--- src/rtl/vrss_pkg.sv ---
package vrss_pkg;
  typedef enum logic [2:0] {
    ST_IDLE,
    ST_DELAY,
    ST_RAMP,
    ST_QUAL,
    ST_TRACK
  } seq_state_t;
endpackage

--- src/rtl/vrss_tick_ctr.sv ---
// Saturating event counter, cleared synchronously.
module vrss_tick_ctr #(
  parameter int LIMIT = 1000,
  localparam int W = $clog2(LIMIT + 1)
) (
  input  logic         clk,
  input  logic         rst,
  input  logic         clr,
  input  logic         inc,
  output logic [W-1:0] cnt
);
  localparam logic [W-1:0] TOP = W'(LIMIT);

  always_ff @(posedge clk) begin
    if (rst || clr) cnt <= '0;
    else if (inc && cnt != TOP) cnt <= cnt + 1'b1;
  end

  AST_CTR_SAT: assert property (@(posedge clk) disable iff (rst)
    cnt <= TOP);
endmodule

--- src/rtl/vrss_qual.sv ---
// Counts PWM strobes seen with the window flag high; any low cycle restarts.
module vrss_qual #(
  parameter int N = 13,
  localparam int QW = $clog2(N + 1)
) (
  input  logic clk,
  input  logic rst,
  input  logic clr,
  input  logic pwm_tick,
  input  logic in_window,
  output logic done
);
  localparam logic [QW-1:0] LAST = QW'(N - 1);
  logic [QW-1:0] qcnt;

  always_ff @(posedge clk) begin
    if (rst || clr || !in_window) qcnt <= '0;
    else if (pwm_tick && qcnt != LAST) qcnt <= qcnt + 1'b1;
  end

  always_comb done = !clr && in_window && pwm_tick && (qcnt == LAST);

  AST_QCNT_CLEAR: assert property (@(posedge clk) disable iff (rst)
    !in_window |=> qcnt == '0);
endmodule

--- src/rtl/vrss_slew.sv ---
// Reference register that steps toward a target by at most `step` per enable.
module vrss_slew #(
  parameter int CODE_W   = 11,
  parameter int STEP_MAX = 2,
  localparam int SW = $clog2(STEP_MAX + 1)
) (
  input  logic              clk,
  input  logic              rst,
  input  logic              clr,
  input  logic              step_en,
  input  logic [CODE_W-1:0] target,
  input  logic [SW-1:0]     step,
  output logic [CODE_W-1:0] dac
);
  logic [CODE_W-1:0] gap, mv, step_x;
  logic              going_up;

  always_comb begin
    going_up = dac < target;
    gap      = going_up ? (target - dac) : (dac - target);
    step_x   = CODE_W'(step);
    mv       = (gap > step_x) ? step_x : gap;
  end

  always_ff @(posedge clk) begin
    if (rst || clr) dac <= '0;
    else if (step_en) dac <= going_up ? (dac + mv) : (dac - mv);
  end

  AST_STEP_LIMIT: assert property (@(posedge clk) disable iff (rst)
    !clr && $past(!clr) && dac > $past(dac) |-> (dac - $past(dac)) <= CODE_W'(STEP_MAX));
  AST_NO_OVERSHOOT_UP: assert property (@(posedge clk) disable iff (rst)
    !clr && dac <= target |=> dac <= $past(target));
  AST_NO_OVERSHOOT_DN: assert property (@(posedge clk) disable iff (rst)
    !clr && dac >= target |=> (dac >= $past(target) || dac == '0));
endmodule

--- src/rtl/vr_startup_seq.sv ---
module vr_startup_seq #(
  parameter int CODE_W     = 11,
  parameter int BOOT_CODE  = 440,
  parameter int DLY_CPU_US = 800,
  parameter int DLY_GPU_US = 120,
  parameter int PG_DLY_US  = 7000,
  parameter int QUAL_CYC   = 13,
  parameter int SLOW_STEP  = 1,
  parameter int FAST_STEP  = 2
) (
  input  logic              clk,
  input  logic              rst,
  input  logic              supply_ok,
  input  logic              enable_req,
  input  logic              gpu_mode,
  input  logic [CODE_W-1:0] vid_code,
  input  logic              us_tick,
  input  logic              pwm_tick,
  input  logic              in_window,
  output logic [CODE_W-1:0] dac_code,
  output logic              clk_en_n,
  output logic              pgood
);
  import vrss_pkg::*;

  localparam int DLY_MAX  = (DLY_CPU_US > DLY_GPU_US) ? DLY_CPU_US : DLY_GPU_US;
  localparam int DW       = $clog2(DLY_MAX + 1);
  localparam int PW       = $clog2(PG_DLY_US + 1);
  localparam int STEP_MAX = (FAST_STEP > SLOW_STEP) ? FAST_STEP : SLOW_STEP;
  localparam int SW       = $clog2(STEP_MAX + 1);
  localparam logic [CODE_W-1:0] BOOT_C   = CODE_W'(BOOT_CODE);
  localparam logic [DW-1:0]     LAST_CPU = DW'(DLY_CPU_US - 1);
  localparam logic [DW-1:0]     LAST_GPU = DW'(DLY_GPU_US - 1);
  localparam logic [PW-1:0]     PG_LIM   = PW'(PG_DLY_US);

  seq_state_t state, nxt;
  logic              gpu_lat;
  logic              run;
  logic [DW-1:0]     dly_cnt, dly_last;
  logic [PW-1:0]     pg_cnt;
  logic              dly_hit, qual_done, pg_done;
  logic              slew_clr, slew_en, boot_phase;
  logic [CODE_W-1:0] slew_tgt;
  logic [SW-1:0]     slew_step;

  always_comb begin
    run        = supply_ok && enable_req;
    dly_last   = gpu_lat ? LAST_GPU : LAST_CPU;
    dly_hit    = us_tick && (dly_cnt == dly_last);
    boot_phase = (state == ST_RAMP) && !gpu_lat;
    slew_tgt   = boot_phase ? BOOT_C : vid_code;
    slew_step  = boot_phase ? SW'(SLOW_STEP) : SW'(FAST_STEP);
    slew_en    = us_tick && (state == ST_RAMP || state == ST_TRACK);
    slew_clr   = !run || (state == ST_IDLE);
    pg_done    = pg_cnt >= PG_LIM;
  end

  always_comb begin
    nxt = state;
    if (!run) nxt = ST_IDLE;
    else begin
      unique case (state)
        ST_IDLE:  nxt = ST_DELAY;
        ST_DELAY: if (dly_hit) nxt = ST_RAMP;
        ST_RAMP:  if (dac_code == slew_tgt) nxt = ST_QUAL;
        ST_QUAL:  if (qual_done) nxt = ST_TRACK;
        ST_TRACK: nxt = ST_TRACK;
        default:  nxt = ST_IDLE;
      endcase
    end
  end

  always_ff @(posedge clk) begin
    if (rst) begin
      state    <= ST_IDLE;
      gpu_lat  <= 1'b0;
      clk_en_n <= 1'b1;
      pgood    <= 1'b0;
    end else begin
      state    <= nxt;
      if (state == ST_IDLE) gpu_lat <= gpu_mode;
      clk_en_n <= (nxt != ST_TRACK);
      pgood    <= run && (state == ST_TRACK) && pg_done;
    end
  end

  vrss_tick_ctr #(.LIMIT(DLY_MAX)) u_dly (
    .clk(clk), .rst(rst), .clr(state != ST_DELAY || !run),
    .inc(us_tick), .cnt(dly_cnt));

  vrss_tick_ctr #(.LIMIT(PG_DLY_US)) u_pg (
    .clk(clk), .rst(rst), .clr(state == ST_IDLE || !run),
    .inc(us_tick), .cnt(pg_cnt));

  vrss_qual #(.N(QUAL_CYC)) u_qual (
    .clk(clk), .rst(rst), .clr(state != ST_QUAL || !run),
    .pwm_tick(pwm_tick), .in_window(in_window), .done(qual_done));

  vrss_slew #(.CODE_W(CODE_W), .STEP_MAX(STEP_MAX)) u_slew (
    .clk(clk), .rst(rst), .clr(slew_clr), .step_en(slew_en),
    .target(slew_tgt), .step(slew_step), .dac(dac_code));

  AST_ABORT_IDLE: assert property (@(posedge clk) disable iff (rst)
    !run |=> dac_code == '0 && clk_en_n && !pgood);
  AST_PG_NEEDS_CE: assert property (@(posedge clk) disable iff (rst)
    pgood |-> !clk_en_n);
  AST_CE_ONLY_TRACK: assert property (@(posedge clk) disable iff (rst)
    !clk_en_n |-> state == ST_TRACK);
  AST_BOOT_CAP: assert property (@(posedge clk) disable iff (rst)
    state == ST_RAMP && !gpu_lat |-> dac_code <= BOOT_C);
  AST_DELAY_ZERO: assert property (@(posedge clk) disable iff (rst)
    state == ST_DELAY |-> dac_code == '0);
  AST_QUAL_HOLD: assert property (@(posedge clk) disable iff (rst)
    state == ST_QUAL && $past(state) == ST_QUAL |-> $stable(dac_code));
endmodule

--- config.mk ---
export PLATFORM = sky130hd
export DESIGN_NAME = vr_startup_seq
export DESIGN_NICKNAME = d
export VERILOG_FILES = /design/src/rtl/vrss_pkg.sv /design/src/rtl/vrss_tick_ctr.sv /design/src/rtl/vrss_qual.sv /design/src/rtl/vrss_slew.sv /design/src/rtl/vr_startup_seq.sv
export SDC_FILE = /design/constraint.sdc
export NUM_CORES = 1
export LEC_CHECK = 0
export ABC_AREA = 1
export BUFFER_PORTS_ARGS = -buffer_cell sky130_fd_sc_hd__buf_4
export CORE_ASPECT_RATIO = 2
export CORE_UTILIZATION = 60
export CTS_CLUSTER_DIAMETER = 40
export DETAILED_ROUTE_END_ITERATION = 10
export GPL_ROUTABILITY_DRIVEN = 0
export PLACE_DENSITY_LB_ADDON = 0.25
export SLEW_MARGIN = 20
export SYNTH_ARGS = -nofsm -noshare
export SYNTH_HDL_FRONTEND = slang
export SYNTH_HIERARCHICAL = 1
export SYNTH_SLANG_ARGS = --single-unit
--- constraint.sdc ---
create_clock -name clk -period 12 [get_ports clk]
set_input_delay 1.2 -clock clk [delete_from_list [all_inputs] [get_ports clk]]
set_output_delay 1.2 -clock clk [all_outputs]
set_load 0.03 [all_outputs]
### Word-level counts from Yosys, hierarchy flattened

Cells that the tools add are included.

| operators by class | value |
|---|---|
| reduce and logical (&&, ||, !) cells | 25 |
| mux-type cells | 11 |
| equal/unequal tests | 13 |
| add/sub/neg operators | 7 |
| order comparisons | 3 |

Operators by type and width:

| operator | number |
|---|---|
| $mux W11 | 4 |
| $sub A11 B11 Y11 | 3 |
| $pmux W3 S5 | 1 |
| $add A13 B1 Y13 const B | 1 |
| $ge A13 B13 Y1 const B | 1 |
| $ne A13 B13 Y1 const B | 1 |
| $logic_and A1 B1 Y1 | 12 |
| $mux W3 | 4 |
| $add A11 B11 Y11 | 1 |
| $eq A11 B11 Y1 | 1 |
| $gt A11 B2 Y1 | 1 |
| $lt A11 B11 Y1 | 1 |
| $add A10 B1 Y10 const B | 1 |
| $eq A10 B10 Y1 | 1 |
| $mux W10 | 1 |
| $ne A10 B10 Y1 const B | 1 |
| $logic_or A1 B1 Y1 | 8 |
| $eq A3 B2 Y1 const B | 2 |
| $add A4 B1 Y4 const B | 1 |
| $eq A4 B4 Y1 const B | 1 |
| $logic_not A1 Y1 | 4 |
| $ne A4 B4 Y1 const B | 1 |
| $eq A3 B1 Y1 const B | 1 |
| $eq A3 B3 Y1 const B | 1 |
| 5 further kinds | 5 |

| word-level totals | value |
|---|---|
| register bits after elaboration | 44 |
| output and inout port bits | 13 |
| word-level logic and storage cells | 67 |

### Logic depth before layout (Yosys ltp)

Gate-level depths: netlist of the first run.

| logic depth | value |
|---|---|
| word-level depth | 11 |
| depth in mapped cells | 43 |
| mapped depth without buffers | 41 |

### Cells and area by module

Netlist of the first run, hierarchy kept.

By module, submodules not included:

| module | area an instance (um^2) | cells an instance | seq. area each (um^2) | times used |
|---|---|---|---|---|
| vrss_slew | 2,348.5 | 393 | 220.2 | 1 |
| vrss_tick_ctr (u_pg) | 882.1 | 132 | 260.2 | 1 |
| vr_startup_seq | 693.2 | 129 | 120.1 | 1 |
| vrss_tick_ctr (u_dly) | 608.1 | 89 | 200.2 | 1 |
| vrss_qual | 230.2 | 33 | 80.1 | 1 |

### Least setup slack after synthesis of the first run

No wires, ideal clock.

| timing path | value |
|---|---|
| kind | input-to-reg |
| start | input port vid_code[5] |
| end | register u_slew.dac[8] |
| arrival time | 5,166 ps |
| setup slack | 6,718 ps |
| stages | 33 |
| setup time | 115 ps |
| cell sequence | inv_1 > nand2_1 > inv_1 > ha_1 > buf_2 > nand2_4 > nor2_4 > nand2_2 > a21oi_2 > nor2_2 > buf_6 > or2_1 > o21ai_1 > ha_1 > a21oi_1 > nand3_1 > nor2_1 > nand3_1 > nand2_2 > nand2_2 > nand2_1 > nand2_2 > ha_1 > or2_2 > nand2_1 > fa_1 > a21oi_1 > nor2_1 > o21ai_0 > nand2_1 > xor2_1 > o21ai_0 > inv_1 |

| on the way | value |
|---|---|
| longest elaborated chain between the ends | 7 |
| elaborated cells between the ends (all ways) | 10 |
| classes of those cells | add/sub (4); order compare (2); mux (4) |

RTL lines:

| item | RTL line | text |
|---|---|---|
| start: declaration | vr_startup_seq.sv:16 | `input logic [CODE_W-1:0] vid_code,` |
| $mux W11 (*) | vr_startup_seq.sv:51 | `slew_tgt = boot_phase ? BOOT_C : vid_code;` |
| net slew_tgt[5] | vr_startup_seq.sv:43 | `logic [CODE_W-1:0] slew_tgt;` |
| $sub A11 B11 Y11 or $lt A11 B11 Y1 (tied branches) | vrss_slew.sv:20, vrss_slew.sv:19 |  |
| $mux W11 | vrss_slew.sv:20 | `gap = going_up ? (target - dac) : (dac - target);` |
| $gt A11 B2 Y1 | vrss_slew.sv:22 | `mv = (gap > step_x) ? step_x : gap;` |
| $mux W11 | vrss_slew.sv:22 |  |
| $sub A11 B11 Y11 or $add A11 B11 Y11 (tied branches) | vrss_slew.sv:27 | `else if (step_en) dac <= going_up ? (dac + mv) : (dac - mv);` |
| $mux W11 (*) | vrss_slew.sv:27 |  |
| end signal: assignment | vrss_slew.sv:27 |  |
| end: declaration | vrss_slew.sv:13 | `output logic [CODE_W-1:0] dac` |

The timed path passes the listed nets; every way through them passes the cells marked *.
A chain may end at the register's enable or synchronous reset.

### Worst setup path in the final report of the first run

| timing path | value |
|---|---|
| start | input port vid_code[5] |
| end | register u_slew.dac[7] |

The elaborated chain is that of the path after synthesis.

==> results of run 1 <==
power by group through the flow:
stage / Combinational [mW] / Sequential [mW] / Clock, mW
4_1_cts: 0.0490 / 0.147 / 0.159
6_report: 0.0507 / 0.147 / 0.155
2_1_floorplan: 0.0344 / 0.150 / 0
5_1_grt: 0.0557 / 0.147 / 0.163
3_5_place_dp: 0.0488 / 0.150 / 0
3_3_place_gp: 0.0474 / 0.150 / 0
worst max-delay path, delay by kind of cell:
family          cells  cell delay [ns]
simple gates       19             2.72
fa+ha+maj           4             1.30
compound gates      4             0.63
buf+inv             7             0.41
xor+xnor            1             0.14
per-stage QoR:
| step | hold slack, ns | util | setup WS (ns) | instance area (um^2) | power, mW |
|---|---|---|---|---|---|
| floorplan | 0.4761 | - | 6.718 | 4762 | 0.1843 |
| global placement | 0.5002 | 0.6559 | 6.025 | 5022 | 0.1975 |
| detailed placement | 0.5071 | 0.6559 | 5.849 | 5022 | 0.1988 |
| CTS | 0.5156 | 0.6773 | 6.130 | 5186 | 0.3547 |
| global route | 0.5627 | 0.6773 | 5.478 | 5186 | 0.3655 |
| finish | 0.5176 | 0.6773 | 5.809 | 5186 | 0.3529 |
metal layers:
metal | share of wire | GRT usage | vias up
met2 | 0.55 | 0.6765 | 228
met4 | 0.084 | 0.3059 | 0
met3 | 0.050 | 0.06940 | 95
met1 | 0.32 | 0.3055 | 2307
met5 | 0 | 0 | -
li1 | - | - | 2479
cell type report:
cell class | instances | area, um^2
Multi-Input combinational cell | 571 | 3228
Fill cell | 682 | 2471
Sequential cell | 44 | 880.8
Inverter | 150 | 563.0
Timing Repair Buffer | 31 | 232.7
Clock buffer | 6 | 128.9
Tap cell | 94 | 117.6
Clock inverter | 2 | 35.03
worst paths after layout:
check,startpoint,endpoint,slack (ns)
setup reg to reg,state[1]$_SDFF_PP0_,u_slew/dac[7]$_SDFFE_PP0P_,5.89
setup / recovery,vid_code[5],u_slew/dac[7]$_SDFFE_PP0P_,5.81
hold / removal,u_qual/qcnt[3]$_SDFFE_PP0P_,u_qual/qcnt[3]$_SDFFE_PP0P_,0.52
hold reg to reg,u_qual/qcnt[3]$_SDFFE_PP0P_,u_qual/qcnt[3]$_SDFFE_PP0P_,0.52
registers in the layout, summed over array words and instances, names as in the netlist:
name         cells
gpu_lat          1
u_slew/dac      11
u_pg/cnt        13
clk_en_n         1
pgood            1
u_qual/qcnt      4
state            3
u_dly/cnt       10
layout by cell type (no fill, tap or decap), drive strengths merged:
master,n
a31oi,3
inv,148
buf,31
clkbuf,6
ha,40
xor2,20
a211oi,1
fa,3
nand3,54
bufinv,1
dfxtp,44
nor2,81
a21boi,3
nand2,242
xnor2,6
a221oi,1
o21bai,2
o21ai,26
nor3,8
nand4,20
o211ai,3
o2111ai,1
o31ai,1
clkinv,3
o221ai,1
a311oi,1
a21oi,48
or2,2
nand3b,3
nor3b,1
cells by family (layout without fill, tap and decap cells):
kind of cell    count (synthesis)  count (layout)  share of synthesized area
simple gates                  411             411                     0.3949
buf+inv                       161             189                     0.1372
compound gates                 91              91                     0.1174
flops                          44              44                     0.1850
fa+ha+maj                      43              43                     0.1177
xor+xnor                       26              26                    0.04782
==> run_results.csv, run 1 <==
group,metric,value,unit
floorplanning,core_area,0.007657,mm^2
routing,drc,0,
setup_path,path_class,"in -> reg",
synthesis,synthTopCellsByArea,"dfxtp_1 18%, nand2_1 18%, inv_1 11%",
power,p_int,262.1,uW
setup_path,crit_fanout,11,
global_route,grt_pass1_vias,5098,
timing,period_minus_slack,6.191,ns
timing,max_freq,0.1615,GHz
floorplanning,die_x,65.00,um
global_route,grtUsageTotal,0.3590,
clocking,cts_setup_buffers,0,
setup_path,cp_slowest_cell,"nor3_1",
synthesis,ys_seq_area_frac,0.1850,
floorplanning,io_pins,32,
floorplanning,dieArea,0.008319,mm^2
routing,vias,5109,
routing,viasPerCell,5.689,
routing,first_iter_violations,370,
clocking,numCtsBuffers,5,
outcome,status,"finished, final reports clean",
clocking,h-tree-depth,2,
timing,setup_viol_count_final,0,
synthesis,synth.avg_cell_area,6.137,um^2
timing,final-hold-violation-count,0,
synthesis,syn_nets,838,
synthesis,synth-main-ff-cell,"dfxtp_1",
power,vdd_ir_drop_max,0.0001232,V
flow_run,drv_cap,0,
floorplanning,die_height,128.0,um
clocking,worstSkewPairLatency,0.29,ns
setup_path,worstSetupStartpointType,"primary input",
power,clock_power_share,0.440,
clocking,cts_resized,0,
power,p_per_area,68.04,mW/mm^2
synthesis,synth-warning-count,6,
synthesis,ys_ff_latch,44,
synthesis,synth_cell_type_count,44,
finish,num_antenna_cells,0,
placement,io_buffers,31,
routing,detail_route.wl_per_cell,15.44,um
power,p_switching,90.72,uW
global_route,grt_pass1_wl,22890,um
global_route,grt_overflow_total,0,
routing,finalWirelength,13860,um
setup_path,critPathMaxStageDelay,0.60,ns
clocking,root_buffer,"clkbuf_16",
clocking,clkTransAtPathRegs,0.06,ns
power,p_leak,2.585,nW
setup_path,cp.arrival,6.37,ns
global_route,grt_start_max_net_pins,20,
global_route,antenna_found_initial,0,
routing,postRouteAntennaNets,0,
finish,area_growth,8.907,%
clocking,clk_path_buf_depth,2,
synthesis,yosys.cell_count.top_type,"nand2_1",
clocking,ctsHoldBuffers,0,
power,pwr-share-seq,0.416,
synthesis,syn_inst,776,
timing,fin_tns_setup,0,ns
synthesis,synth_area,0.004762,mm^2
placement,dp.cells,890,
timing,rsz0062_at_grt,"no",
synthesis,synth_edf_count,0,
synthesis,synth_top_cell_by_area,"dfxtp_1",
clocking,cts_num_sinks,44,
placement,dp_hpwl,10870,um
synthesis,synth_top_area_frac,0.1850,
setup_path,cp-end-kind,"flop",
power,p_comb_frac,0.144,
timing,worst_slew_pin_slew,0.7244,ns
clocking,cts_tree,"yes",
timing,period_share,0.5159,
floorplanning,initial_core_util,0.6219,
synthesis,netlist_top_cells_count,"226 x nand2_1, 143 x inv_1, 68 x nor2_1, 48 x nand3_1, 44 x dfxtp_1",
setup_path,cpMostUsedCell,"nand2_2",
routing,firstDrtPassIters,8,
min_path,min_path_type,"reg -> reg",
finish,drive_above_1_share,0.1157,
timing,fin_skew,0.006048,ns
finish,instances_no_fill,898,
synthesis,async_reset_ff_frac,0,
floorplanning,rows,45,
timing,relSlewSlack,0.5127,
setup_path,required,12.18,ns
finish,nets,865,
setup_path,reg2reg_depth,36,
min_path,whs_path_depth,2,
timing,final_max_slew_viol_count,0,
power,sw_frac_of_total,0.2571,
Note: power is estimated with default switching activity, not from simulation.
==> inputs of run 2 (changes only) <==
--- a/config.mk
+++ b/config.mk
@@ -8,7 +8,7 @@
 export ABC_AREA = 1
 export BUFFER_PORTS_ARGS = -buffer_cell sky130_fd_sc_hd__buf_4
 export CORE_ASPECT_RATIO = 2
-export CORE_UTILIZATION = 60
+export CORE_UTILIZATION = 56
 export CTS_CLUSTER_DIAMETER = 40
 export DETAILED_ROUTE_END_ITERATION = 10
 export GPL_ROUTABILITY_DRIVEN = 0
==> constraint.sdc (replaced) <==
create_clock -name clk -period 5.3 [get_ports clk]
set_input_delay 0.53 -clock clk [delete_from_list [all_inputs] [get_ports clk]]
set_output_delay 0.53 -clock clk [all_outputs]
set_load 0.03 [all_outputs]
==> run 2 against run 1 <==
Net effect:
- non-clock buffer count up 26
- utilization up 2.7 points
- design area up 12%
- register-to-register slack worse by 5.8 ns
- die area up 7.0%
- worst hold slack worse by 0.066 ns
- critical path depth up 1
- first-iteration DRC count up 18%
- sequential share of layout area down 1.7 points
- wire length up 11%
- clock power up 130%
- global-route usage down 1.4 points
- highest routed layer unchanged
==> run_results.csv, run 2 (same netlist as run 1, synthesis figures left out) <==
group,metric,value,unit
global_route,grt_start_max_net_pins,19,
global_route,antenna_found_initial,0,
timing,final-hold-violation-count,0,
power,vdd_ir_drop_max,0.0002397,V
finish,area_growth,21.73,%
floorplanning,die_x,67.21,um
setup_path,worstSetupStartpointType,"flop",
global_route,grt_pass1_vias,5091,
min_path,min_path_type,"in -> reg",
routing,vias,5324,
power,report.power.total,829.3,uW
global_route,grt_overflow_total,0,
flow_run,drv_cap,0,
routing,viasPerCell,5.737,
floorplanning,initial_core_util,0.5784,
setup_path,cp.arrival,5.42,ns
floorplanning,io_pins,32,
finish,largest_register_ffs,13,
routing,drc,0,
timing,period_minus_slack,5.191,ns
setup_path,reg2reg_slack,0.11,ns
timing,max_freq,0.1926,GHz
global_route,grt_pass1_wl,23050,um
placement,dp_hpwl,10960,um
clocking,root_buffer,"clkbuf_16",
routing,finalWirelength,15440,um
floorplanning,dieArea,0.008899,mm^2
floorplanning,rows,47,
timing,period_share,0.9795,
routing,first_iter_violations,436,
clocking,clkTransAtPathRegs,0.07,ns
setup_path,cp_slowest_cell,"fa_2",
finish,multi_input_area,0.003601,mm^2
timing,worst_slew_pin_slew,0.6433,ns
clocking,h-tree-depth,2,
outcome,status,"finished, final reports clean",
finish,postLayoutCoreUtil,0.7041,
power,p_per_area,143.1,mW/mm^2
min_path,min_from,"rst",
clocking,numCtsBuffers,5,
routing,postRouteAntennaNets,0,
clocking,cts_tree,"yes",
timing,fin_tns_setup,0,ns
finish,fill_cells,697,
timing,relSlewSlack,0.5673,
setup_path,r2r-start,"state[1]$_SDFF_PP0_",
global_route,grtUsageTotal,0.3446,
setup_path,crit_fanout,8,
clocking,clk_path_buf_depth,2,
finish,final_common_cell,"nand2_1",
floorplanning,die_height,132.4,um
routing,detail_route.wl_per_cell,16.64,um
setup_path,critPathMaxStageDelay,0.41,ns
setup_path,path_class,"reg -> reg",
setup_path,cp-end-kind,"flop",
finish,num_antenna_cells,0,
finish,regMostFlops,"u_pg/cnt",
power,p_leak,2.774,nW
finish,regArea,884.6,um^2
setup_path,crit_path_start,"state[1]$_SDFF_PP0_",
placement,io_buffers,31,
routing,firstDrtPassIters,7,
finish,reg_top3,"u_pg/cnt x13, u_slew/dac x11, u_dly/cnt x10",
clocking,cts_num_sinks,44,
floorplanning,core_area,0.008233,mm^2
timing,setup_viol_count_final,0,
clocking,worstSkewPairLatency,0.29,ns
finish,nets,891,
finish,layout_common_cells,"209 x nand2_1, 135 x inv_1, 67 x nor2_1",
setup_path,cpMostUsedCell,"nand2_4",
timing,fin_skew,0.006160,ns
timing,final_max_slew_viol_count,0,
setup_path,required,5.53,ns
finish,drive_above_1_share,0.2133,
==> run 2: cell types whose count changed in the layout (fill, tap and decap cells not counted), moves of 8 or more <==
| cell | previous run | this run |
|---|---|---|
| nand2_1 | 226 | 209 |
| ha_1 | 40 | 25 |
| buf_6 | 0 | 8 |
| inv_1 | 143 | 135 |
| buf_4 | 31 | 49 |
| inv_2 | 5 | 13 |
| nand2_4 | 3 | 17 |
| ha_4 | 0 | 12 |
==> run 2: power breakdown <==
group | switching [mW] | total (mW) | internal [mW] | leakage (nW)
Clock | 0.136 | 0.357 | 0.222 | 0.0798
Combinational | 0.0869 | 0.140 | 0.0529 | 2.34
Sequential | 0.000779 | 0.332 | 0.332 | 0.356
==> run 2: path summary, 6_finish.rpt <==
check                                                    to  depth (start not counted)
worst max-delay path            u_slew/dac[10]$_SDFFE_PP0P_                         36
worst min-delay path                    state[0]$_SDFF_PP0_                          2
worst min register to register     u_pg/cnt[0]$_SDFFE_PP0P_                          2
worst max register to register  u_slew/dac[10]$_SDFFE_PP0P_                         36
==> run 2: layout make-up <==
type | count | share of cell area
timing repair buffer | 57 | 0.07900
inverter | 150 | 0.09713
clock buffer | 5 | 0.02158
multi-input combinational | 571 | 0.6212
tap | 98 | 0.02115
clock inverter | 3 | 0.007339
sequential | 44 | 0.1526
==> run 2: layer usage <==
| layer | global-route usage | share of wire |
|---|---|---|
| met2 | 0.5989 | 0.53 |
| met3 | 0.08276 | 0.054 |
| met1 | 0.2988 | 0.32 |
| met5 | 0 | 0 |
| met4 | 0.3286 | 0.096 |
==> run 2: what timing repair did <==
action,in CTS,in global routing
gates resized for setup,7,90
buffers inserted,3,15
pin swaps,0,36
gates cloned,0,0
hold buffers,0,0
endpoints found under the setup margin,6,10
==> run 2: through the flow <==
stage	worst slack [ns]	hold slack [ns]	instances	area [um^2]
final	0.1088	0.4513	928	5797
after global routing	-0.4911	0.4568	928	5797
after CTS	0.005502	0.4547	913	5306
after detailed placement	-0.2762	0.5154	902	5087
after global placement	-0.03647	0.5044	902	5087
after floorplan	0.4635	0.4761	776	4762
==> run 2: worst max-delay path: cells and delay by family, from the launching register on <==
kind | cells | cell delay [ns]
AO/OA/AOI/OAI | 5 | 0.51
adder cells (fa/ha/maj) | 4 | 1.29
buffers and inverters | 5 | 0.59
flip-flops | 1 | 0.35
AND/OR/NAND/NOR | 22 | 2.34
==> inputs of run 3 (changes only) <==
--- a/config.mk
+++ b/config.mk
@@ -10,9 +10,11 @@
 export CORE_ASPECT_RATIO = 2
 export CORE_UTILIZATION = 56
 export CTS_CLUSTER_DIAMETER = 40
+export CTS_CLUSTER_SIZE = 16
 export DETAILED_ROUTE_END_ITERATION = 10
 export GPL_ROUTABILITY_DRIVEN = 0
 export PLACE_DENSITY_LB_ADDON = 0.25
+export RECOVER_POWER = 50
 export SLEW_MARGIN = 20
 export SYNTH_ARGS = -nofsm -noshare
 export SYNTH_HDL_FRONTEND = slang
==> run 3 against run 2 <==
Net effect:
- sequential share of layout area hardly changed
- clock skew hardly changed
- worst hold slack better by 0.0073 ns
- total power is 0.11% higher
- clock-buffer cell count stayed put
- die area stayed put
- non-clock buffer count stayed put
- design area is 0.22% lower
- wire length is 0.13% lower
- utilization is 0.15 points lower
- via count is 0.13% lower
- largest cell class unchanged
- largest power group unchanged
- highest routed layer unchanged
==> run_results.csv, run 3 (same netlist as run 1, synthesis figures left out) <==
group,metric,value,unit
finish,area_growth,21.47,%
timing,relSlewSlack,0.5673,
clocking,clk_path_buf_depth,2,
placement,dp_hpwl,10960,um
clocking,cts_num_sinks,44,
setup_path,cp_slowest_cell,"fa_2",
min_path,min_path_type,"in -> reg",
floorplanning,dieArea,0.008899,mm^2
timing,holdWs,0.4586,ns
setup_path,cpMostUsedCell,"nand2_4",
setup_path,crit_path_start,"state[1]$_SDFF_PP0_",
clocking,h-tree-depth,2,
placement,place_ws,-0.2762,ns
setup_path,crit_fanout,8,
global_route,antenna_found_initial,0,
clocking,cts_tree,"yes",
routing,vias,5317,
placement,placed_area,0.005087,mm^2
floorplanning,core_area,0.008233,mm^2
routing,detail_route.wl_per_cell,16.62,um
floorplanning,rows,47,
timing,final-hold-violation-count,0,
finish,regMostFlops,"u_pg/cnt",
timing,fin_tns_setup,0,ns
timing,max_freq,0.1905,GHz
floorplanning,die_x,67.21,um
outcome,status,"finished, final reports clean",
timing,fin_skew,0.005942,ns
global_route,grt_pass1_wl,23050,um
clocking,ctsHoldBuffers,0,
finish,largest_register_ffs,13,
power,p_leak,2.762,nW
global_route,grt_start_max_net_pins,19,
timing,period_share,0.9905,
power,report.power.total,830.2,uW
finish,reg_top3,"u_pg/cnt x13, u_slew/dac x11, u_dly/cnt x10",
finish,instances_no_fill,928,
flow_run,drv_cap,0,
clocking,numCtsBuffers,5,
setup_path,path_class,"reg -> reg",
routing,postRouteAntennaNets,0,
clocking,root_buffer,"clkbuf_16",
global_route,grtUsageTotal,0.3446,
floorplanning,initial_core_util,0.5784,
timing,final_max_slew_viol_count,0,
routing,viasPerCell,5.730,
clocking,clkTransAtPathRegs,0.07,ns
setup_path,cp.arrival,5.48,ns
routing,first_iter_violations,436,
finish,num_antenna_cells,0,
finish,final_common_cell,"nand2_1",
placement,dp.cells,902,
placement,io_buffers,31,
timing,period_minus_slack,5.250,ns
global_route,grt_pass1_vias,5091,
finish,nets,891,
routing,finalWirelength,15420,um
finish,layout_common_cells,"209 x nand2_1, 135 x inv_1, 67 x nor2_1",
min_path,min_from,"rst",
finish,drive_above_1_share,0.2084,
clocking,worstSkewPairLatency,0.29,ns
timing,setup_viol_count_final,0,
timing,worst_slew_pin_slew,0.6433,ns
setup_path,r2r-start,"state[1]$_SDFF_PP0_",
global_route,grt_overflow_total,0,
power,p_per_area,143.5,mW/mm^2
finish,final_area,0.005784,mm^2
routing,drc,0,
floorplanning,io_pins,32,
setup_path,critPathMaxStageDelay,0.40,ns
timing,setup_slack,0.05034,ns
power,vdd_ir_drop_max,0.0002403,V
setup_path,worstSetupStartpointType,"flop",
routing,firstDrtPassIters,6,
setup_path,cp-end-kind,"flop",
floorplanning,die_height,132.4,um
finish,postLayoutCoreUtil,0.7026,
setup_path,required,5.53,ns
## run 3: cell types whose count changed in the layout (fill, tap and decap cells not counted), sizes merged
| cell | delta |
|---|---|
| buf | -3 |
| clkbuf | +3 |
## run 3: worst max-delay path, delay by kind of cell (launching register included)
kind                       cells  cell delay (ns)
AOI/OAI and AO/OA              5             0.52
adders and majority gates      4             1.27
buffers and inverters          5             0.58
DFF                            1             0.35
and+or+nand+nor               22             2.40
## run 3: final cells by class
type	instances	area, um^2
tap	98	122.6
multi-input combinational	571	3601
timing repair buffer	57	446.7
clock inverter	3	42.54
fill	702	2449
clock buffer	5	125.1
inverter	150	563.0
sequential	44	883.3
## run 3: worst paths after layout
check | endpoint | slack (ns) | cells past startpoint
setup / recovery | u_slew/dac[10]$_SDFFE_PP0P_ | 0.05 | 36
hold / removal | state[0]$_SDFF_PP0_ | 0.46 | 2
setup reg to reg | u_slew/dac[10]$_SDFFE_PP0P_ | 0.05 | 36
hold reg to reg | u_pg/cnt[0]$_SDFFE_PP0P_ | 0.52 | 2
## run 3: routing by layer
metal / track usage / wire, um / vias up
li1: - / - / 2534
met1: 0.2988 / 4843 / 2416
met2: 0.5989 / 8214 / 247
met3: 0.08276 / 840 / 120
met4: 0.3286 / 1520 / 0
met5: 0 / 0 / -
## run 3: what timing repair did
action | in CTS | in global routing
pin swaps | 0 | 36
setup buffers | 3 | 15
gates resized for setup | 7 | 90
setup endpoints to repair | 6 | 10
## run 3: power breakdown
part           internal [mW]  switching [mW]
Combinational         0.0529          0.0870
Clock                  0.222           0.136
Sequential             0.332        0.000776
Total                  0.606           0.224
